<file path="src/rtl/pit_chan_pkg.sv">
package pit_chan_pkg;

  typedef enum logic [1:0] {
    RS_IDLE = 2'd0,
    RS_PEND = 2'd1,
    RS_RUN  = 2'd2
  } run_e;

  localparam logic [2:0] MD_TERM    = 3'd0;
  localparam logic [2:0] MD_ONESHOT = 3'd1;
  localparam logic [2:0] MD_RATE    = 3'd2;
  localparam logic [2:0] MD_SQUARE  = 3'd3;
  localparam logic [2:0] MD_SWSTB   = 3'd4;
  localparam logic [2:0] MD_HWSTB   = 3'd5;

  // codes 6 and 7 alias the rate generator and square wave
  function automatic logic [2:0] fold_mode(input logic [2:0] m);
    return (m > MD_HWSTB) ? (m - 3'd4) : m;
  endfunction

  // modes that halt at terminal count instead of reloading
  function automatic logic stops_at_tc(input logic [2:0] m);
    return (m == MD_TERM) || (m == MD_SWSTB);
  endfunction

  // output level a completed write leaves behind
  function automatic logic out_after_write(input logic [2:0] m);
    return !((m == MD_TERM) || (m == MD_ONESHOT));
  endfunction

endpackage

</file>
<file path="src/rtl/pit_chan_ctrl.sv">
module pit_chan_ctrl
  import pit_chan_pkg::*;
#(
  parameter int CW = 16
) (
  input  logic                clk,
  input  logic                rst_n,
  input  logic                load_req,
  input  logic [2:0]          mode_new,
  input  logic [CW-1:0]       reload_in,
  input  logic                tick_ok,
  input  logic                term_hit,
  output run_e                run_st,
  output logic [2:0]          mode_q,
  output logic [CW-1:0]       reload_q,
  output logic                load_now,
  output logic                dec_en
);

  logic keep_run;

  // a rate-generator rewrite while running does not restart the count
  assign keep_run = (run_st == RS_RUN) && (mode_q == MD_RATE) && (mode_new == MD_RATE);
  assign load_now = !load_req && tick_ok && (run_st == RS_PEND);
  assign dec_en   = !load_req && tick_ok && (run_st == RS_RUN);

  always_ff @(posedge clk or negedge rst_n) begin
    if (!rst_n) begin
      run_st   <= RS_IDLE;
      mode_q   <= MD_TERM;
      reload_q <= '0;
    end else if (load_req) begin
      reload_q <= reload_in;
      mode_q   <= mode_new;
      if (mode_new == MD_HWSTB) begin
        run_st <= RS_IDLE;
      end else if (!keep_run) begin
        run_st <= RS_PEND;
      end
    end else if (load_now) begin
      run_st <= RS_RUN;
    end else if (term_hit && stops_at_tc(mode_q)) begin
      run_st <= RS_IDLE;
    end
  end

endmodule

</file>
<file path="src/rtl/pit_chan_count.sv">
module pit_chan_count
  import pit_chan_pkg::*;
#(
  parameter int CW = 16
) (
  input  logic          clk,
  input  logic          rst_n,
  input  logic          load_now,
  input  logic          dec_en,
  input  logic [2:0]    mode_q,
  input  logic [CW-1:0] reload_q,
  output logic [CW-1:0] count,
  output logic          term_hit
);

  localparam logic [CW-1:0] STEP_ONE = CW'(1);
  localparam logic [CW-1:0] STEP_TWO = CW'(2);

  // square wave runs on even values only
  function automatic logic [CW-1:0] even_fix(input logic [CW-1:0] v, input logic [2:0] m);
    return (m == MD_SQUARE) ? {v[CW-1:1], 1'b0} : v;
  endfunction

  // zero is the full period, so it never sits at or below the step
  function automatic logic at_terminal(input logic [CW-1:0] c, input logic [CW-1:0] s);
    return (c != '0) && (c <= s);
  endfunction

  logic [CW-1:0] step;

  assign step     = (mode_q == MD_SQUARE) ? STEP_TWO : STEP_ONE;
  assign term_hit = dec_en && at_terminal(count, step);

  always_ff @(posedge clk or negedge rst_n) begin
    if (!rst_n) begin
      count <= '0;
    end else if (load_now) begin
      count <= even_fix(reload_q, mode_q);
    end else if (term_hit) begin
      count <= stops_at_tc(mode_q) ? '0 : even_fix(reload_q, mode_q);
    end else if (dec_en) begin
      count <= count - step;   // 0 wraps to the top of the full period
    end
  end

endmodule

</file>
<file path="src/rtl/pit_chan_out.sv">
module pit_chan_out
  import pit_chan_pkg::*;
(
  input  logic       clk,
  input  logic       rst_n,
  input  logic       load_req,
  input  logic [2:0] mode_new,
  input  logic [2:0] mode_q,
  input  logic       term_hit,
  output logic       out_pin,
  output logic       event_pulse
);

  always_ff @(posedge clk or negedge rst_n) begin
    if (!rst_n) begin
      out_pin     <= 1'b0;
      event_pulse <= 1'b0;
    end else begin
      event_pulse <= 1'b0;
      if (load_req) begin
        out_pin <= out_after_write(mode_new);
      end else if (term_hit) begin
        case (mode_q)
          MD_TERM, MD_ONESHOT: begin
            out_pin     <= 1'b1;
            event_pulse <= !out_pin;
          end
          MD_RATE:   event_pulse <= 1'b1;
          MD_SQUARE: begin
            out_pin     <= !out_pin;
            event_pulse <= !out_pin;
          end
          MD_SWSTB:  event_pulse <= out_pin;
          default:   ;
        endcase
      end
    end
  end

endmodule

</file>
<file path="src/rtl/pit_channel.sv">
module pit_channel
  import pit_chan_pkg::*;
#(
  parameter int CW = 16
) (
  input  logic          clk,
  input  logic          rst_n,
  input  logic          tick_en,
  input  logic          gate,
  input  logic          load_req,
  input  logic [2:0]    mode_in,
  input  logic [CW-1:0] reload_in,
  output logic [CW-1:0] count,
  output logic          out_pin,
  output logic          event_pulse
);

  logic          tick_ok;
  logic [2:0]    mode_new;
  logic [2:0]    mode_q;
  logic [CW-1:0] reload_q;
  logic          load_now;
  logic          dec_en;
  logic          term_hit;
  run_e          run_st;

  assign tick_ok  = tick_en && gate;
  assign mode_new = fold_mode(mode_in);

  pit_chan_ctrl #(.CW(CW)) u_ctrl (
    .clk       (clk),
    .rst_n     (rst_n),
    .load_req  (load_req),
    .mode_new  (mode_new),
    .reload_in (reload_in),
    .tick_ok   (tick_ok),
    .term_hit  (term_hit),
    .run_st    (run_st),
    .mode_q    (mode_q),
    .reload_q  (reload_q),
    .load_now  (load_now),
    .dec_en    (dec_en)
  );

  pit_chan_count #(.CW(CW)) u_count (
    .clk      (clk),
    .rst_n    (rst_n),
    .load_now (load_now),
    .dec_en   (dec_en),
    .mode_q   (mode_q),
    .reload_q (reload_q),
    .count    (count),
    .term_hit (term_hit)
  );

  pit_chan_out u_out (
    .clk         (clk),
    .rst_n       (rst_n),
    .load_req    (load_req),
    .mode_new    (mode_new),
    .mode_q      (mode_q),
    .term_hit    (term_hit),
    .out_pin     (out_pin),
    .event_pulse (event_pulse)
  );

endmodule

</file>
<file path="config.mk">
export PLATFORM = sky130hd
export DESIGN_NAME = pit_channel
export DESIGN_NICKNAME = d
export VERILOG_FILES = /design/src/rtl/pit_chan_pkg.sv /design/src/rtl/pit_chan_ctrl.sv /design/src/rtl/pit_chan_count.sv /design/src/rtl/pit_chan_out.sv /design/src/rtl/pit_channel.sv
export SDC_FILE = /design/constraint.sdc
export NUM_CORES = 1
export LEC_CHECK = 0
export BUFFER_PORTS_ARGS = -buffer_cell sky130_fd_sc_hd__buf_2
export CAP_MARGIN = 20
export CORE_MARGIN = 3
export CORE_UTILIZATION = 49
export CTS_CLUSTER_SIZE = 40
export DETAILED_ROUTE_END_ITERATION = 10
export PLACE_DENSITY = 0.74
export SLEW_MARGIN = 5
export SYNTH_ARGS = -nofsm -noshare
export SYNTH_HDL_FRONTEND = slang
export SYNTH_SLANG_ARGS = --single-unit
</file>
<file path="constraint.sdc">
create_clock -name clk -period 2.7 [get_ports clk]
set_input_delay 0 -clock clk [delete_from_list [all_inputs] [get_ports clk]]
set_output_delay 0 -clock clk [all_outputs]
set_load 0.05 [all_outputs]
</file>
==> flow_summary.yaml <==
worst_setup_path:
  crit_fanout: 18
  path_class: "reg -> reg"
  end_kind: "flip-flop"
  start_kind: "flip-flop"
  crit_start: "u_ctrl.mode_q[2]"
  regToRegStartpoint: "u_ctrl.mode_q[2]"
  cp.arrival_ns: 2.83
  worstPathRequired_ns: 2.93
cells_and_area:
  mostFrequentLayoutCell: "buf_2"
  final_net_count: 285
  fill_cells: 307
  layout-drive-gt1-share_pct: 34.7
  final_cell_mix: "buf_2 (41), dfrtp_1 (39), dlygate4sd3_1 (20)"
  fin_util_pct: 66.6
  final_cell_area_um2: 2690
  diodes: 0
  area_growth_pct: 29.7
clock_network:
  clockRootBuffer: "clkbuf_8"
  cts.clk_slew.worst_paths_ns: 0.08
  cts_buffers: 5
  cts_tree: "done"
  cts.sink_count: 39
  clock_path_buffers: 2
  insertion_delay_ns: 0.29
  htree_levels: 2
floorplan:
  core_um2: 4030
  initial_utilization_pct: 51.4
  io_pins: 42
  dieArea_um2: 5040
  fp-row-count: 23
  die_height_um: 71.0
  die_w_um: 71.0
place:
  dp_slack_ns: 0.0217
  io_buffers: 41
  gp_congestion: 0.936
  post_dp_cell_area_um2: 2340
  hpwl_mm: 3.32
power_and_ir_drop:
  ir_drop_mv: 0.505
  p_sw_share_pct: 43.3
  p_leak_nw: 1.10
  p_comb_share_pct: 40.5
  power.internal_mw: 1.16
  total_power_mw: 2.05
  p_sw_mw: 0.885
  power_density_nw_per_um2: 762
  pwr-share-clk_pct: 18.6
  power_frac_seq_pct: 40.9
grt:
  grtUsageTotal_pct: 20.8
  grt_max_degree: 40
  grt_antenna_before_repair: 0
  overflow: 0
  grt_pass1_vias: 1779
  grt_pass1_wl_mm: 8.33
routing:
  wl_mm: 5.02
  wl_met3_um: 313
  route.met2.wl_mm: 2.43
  vias: 1794
  vias_per_cell: 5.81
  drc: 0
  initialDrtViolationCount: 123
  wl_per_cell_um: 16.2
  drt-met1-wl_mm: 2.19
  antenna_left: 0
  top_layer: "met4"
  drt_pre_antenna_iters: 4
synth:
  yosys_warnings: 0
  synth_seq_area_share_pct: 47.1
  synthFlopType: "dfrtp_1"
  synth_cell_types: 44
  avgSynthCellArea_um2: 11.0
  synth_fa_ha_area_share_pct: 2.18
  synth_edf_count: 0
  yosys.area_share.simple_pct: 20.0
  syn_inst: 189
  synthMuxAreaShare_pct: 10.3
  ys_async_sr_fraction_pct: 100
  synth.cell_area_um2: 2070
  synth-compound-area-share_pct: 15.7
  syn-num-nets: 216
  ys_ff_latch: 39
  synth_top_family_by_area: "simple AND/OR/NAND/NOR gates"
  yosys.area_share.xor_xnor_pct: 1.69
sta:
  finalHoldViolations: 0
  fin_crit_sh_pct: 96.3
  worst_slack_ns: 0.100
  worstMarginPinSlew_ns: 0.843
  finalSetupViolCount: 0
  slew_headroom_pct: 43.8
  fin_crit_ns: 2.60
  drv_slew: 0
  finClkSkew_ns: 0.00729
  fmax_mhz: 385
status:
  status: "complete, no violations"
hold_path:
  hp-class: "in -> reg"
  hp-start: "tick_en"
job:
  cap_viol_max_count: 0
layer usage:
layer / track usage, % / vias to the layer above
li1: - / 855
met1: 29.1 / 858
met2: 32.2 / 72
met3: 4.40 / 9
met4: 7.10 / 0
met5: 0 / -
critical path, cell delays in order (launching register included):
cell and delay [ns]:
dfrtp_1 0.42, nand3b_1 0.28, ha_2 0.26, fa_2 0.39
a21oi_2 0.24, nor4b_4 0.10, buf_4 0.15, a31o_4 0.30
nor4_1 0.26, a221o_1 0.15
metrics by stage:
stage,setup TNS [ns],std cells,hold WS [ns]
2_1_floorplan,0,189,-0.296
3_3_place_gp,0,278,0.155
3_5_place_dp,0,278,0.155
4_1_cts,0,306,0.159
5_1_grt,-0.0649,309,0.177
6_report,0,309,0.182
state kept, by name, summed over array words and instances (netlist names):
name               flops
u_ctrl.mode_q          3
u_out.out_pin          1
u_out.event_pulse      1
u_ctrl.run_st          2
u_count.count         16
u_ctrl.reload_q       16
power by group through the flow:
| stage | clock, mW | combinational (mW) | sequential (mW) |
|---|---|---|---|
| after floorplan | 0 | 0.299 | 1.11 |
| after global placement | 0 | 0.765 | 0.841 |
| final | 0.380 | 0.829 | 0.837 |
| after global routing | 0.415 | 0.890 | 0.859 |
| after detailed placement | 0 | 0.776 | 0.841 |
| after CTS | 0.389 | 0.800 | 0.832 |
kinds of logic after synthesis:
logic type,Yosys count
and+or+nand+nor,68
xor gates and xnor gates,4
buffers and inverters,14
adders and majority gates,3
AOI/OAI and AO/OA,42
muxes,19
DFF,39
synthesized netlist by cell type, drive strengths merged, types with 3 or more instances:
library cell  number  area, um2
nand2              8       30.0
dfrtp             39        976
mux2              19        214
nand3              3       15.0
nor3               8       40.0
xnor2              4       35.0
and2               3       18.8
or4                4       33.8
nor2              12       45.0
inv                7       26.3
buf                5       27.5
o2bb2ai            4       35.0
nor2b              5       31.3
a31o               4       35.0
o21ai             11       58.8
a221o              9       90.1
nand3b             3       22.5
nor4              10       62.6
layout make-up:
class / count / area, um2 / area share, %
inverters: 7 / 26.3 / 0.979
clock buffers: 6 / 72.6 / 2.70
repair buffers: 69 / 465 / 17.3
multi-input cells: 136 / 1070 / 39.8
well taps: 50 / 62.6 / 2.33
flip-flops and latches: 39 / 976 / 36.3
clock inverters: 2 / 12.5 / 0.466
path summary, 6_finish.rpt:
check	end	slack, ns	cells after the start
setup / recovery	u_count.count[11]	0.10	9
hold / removal	u_ctrl.run_st[1]	0.18	4
setup reg to reg	u_count.count[11]	0.10	9
hold reg to reg	u_count.count[7]	0.50	1
max in group asynchronous	u_ctrl.reload_q[12]	1.82	2
min in group asynchronous	u_ctrl.run_st[1]	0.35	2
repair_timing:
item / CTS / global route
endpoints found under the hold margin: 58 / 0
buffers inserted: 0 / 2
hold buffers: 20 / 0
gates resized for setup: 0 / 7
setup endpoints to repair: 0 / 16
(Power assumes the default switching activity.)
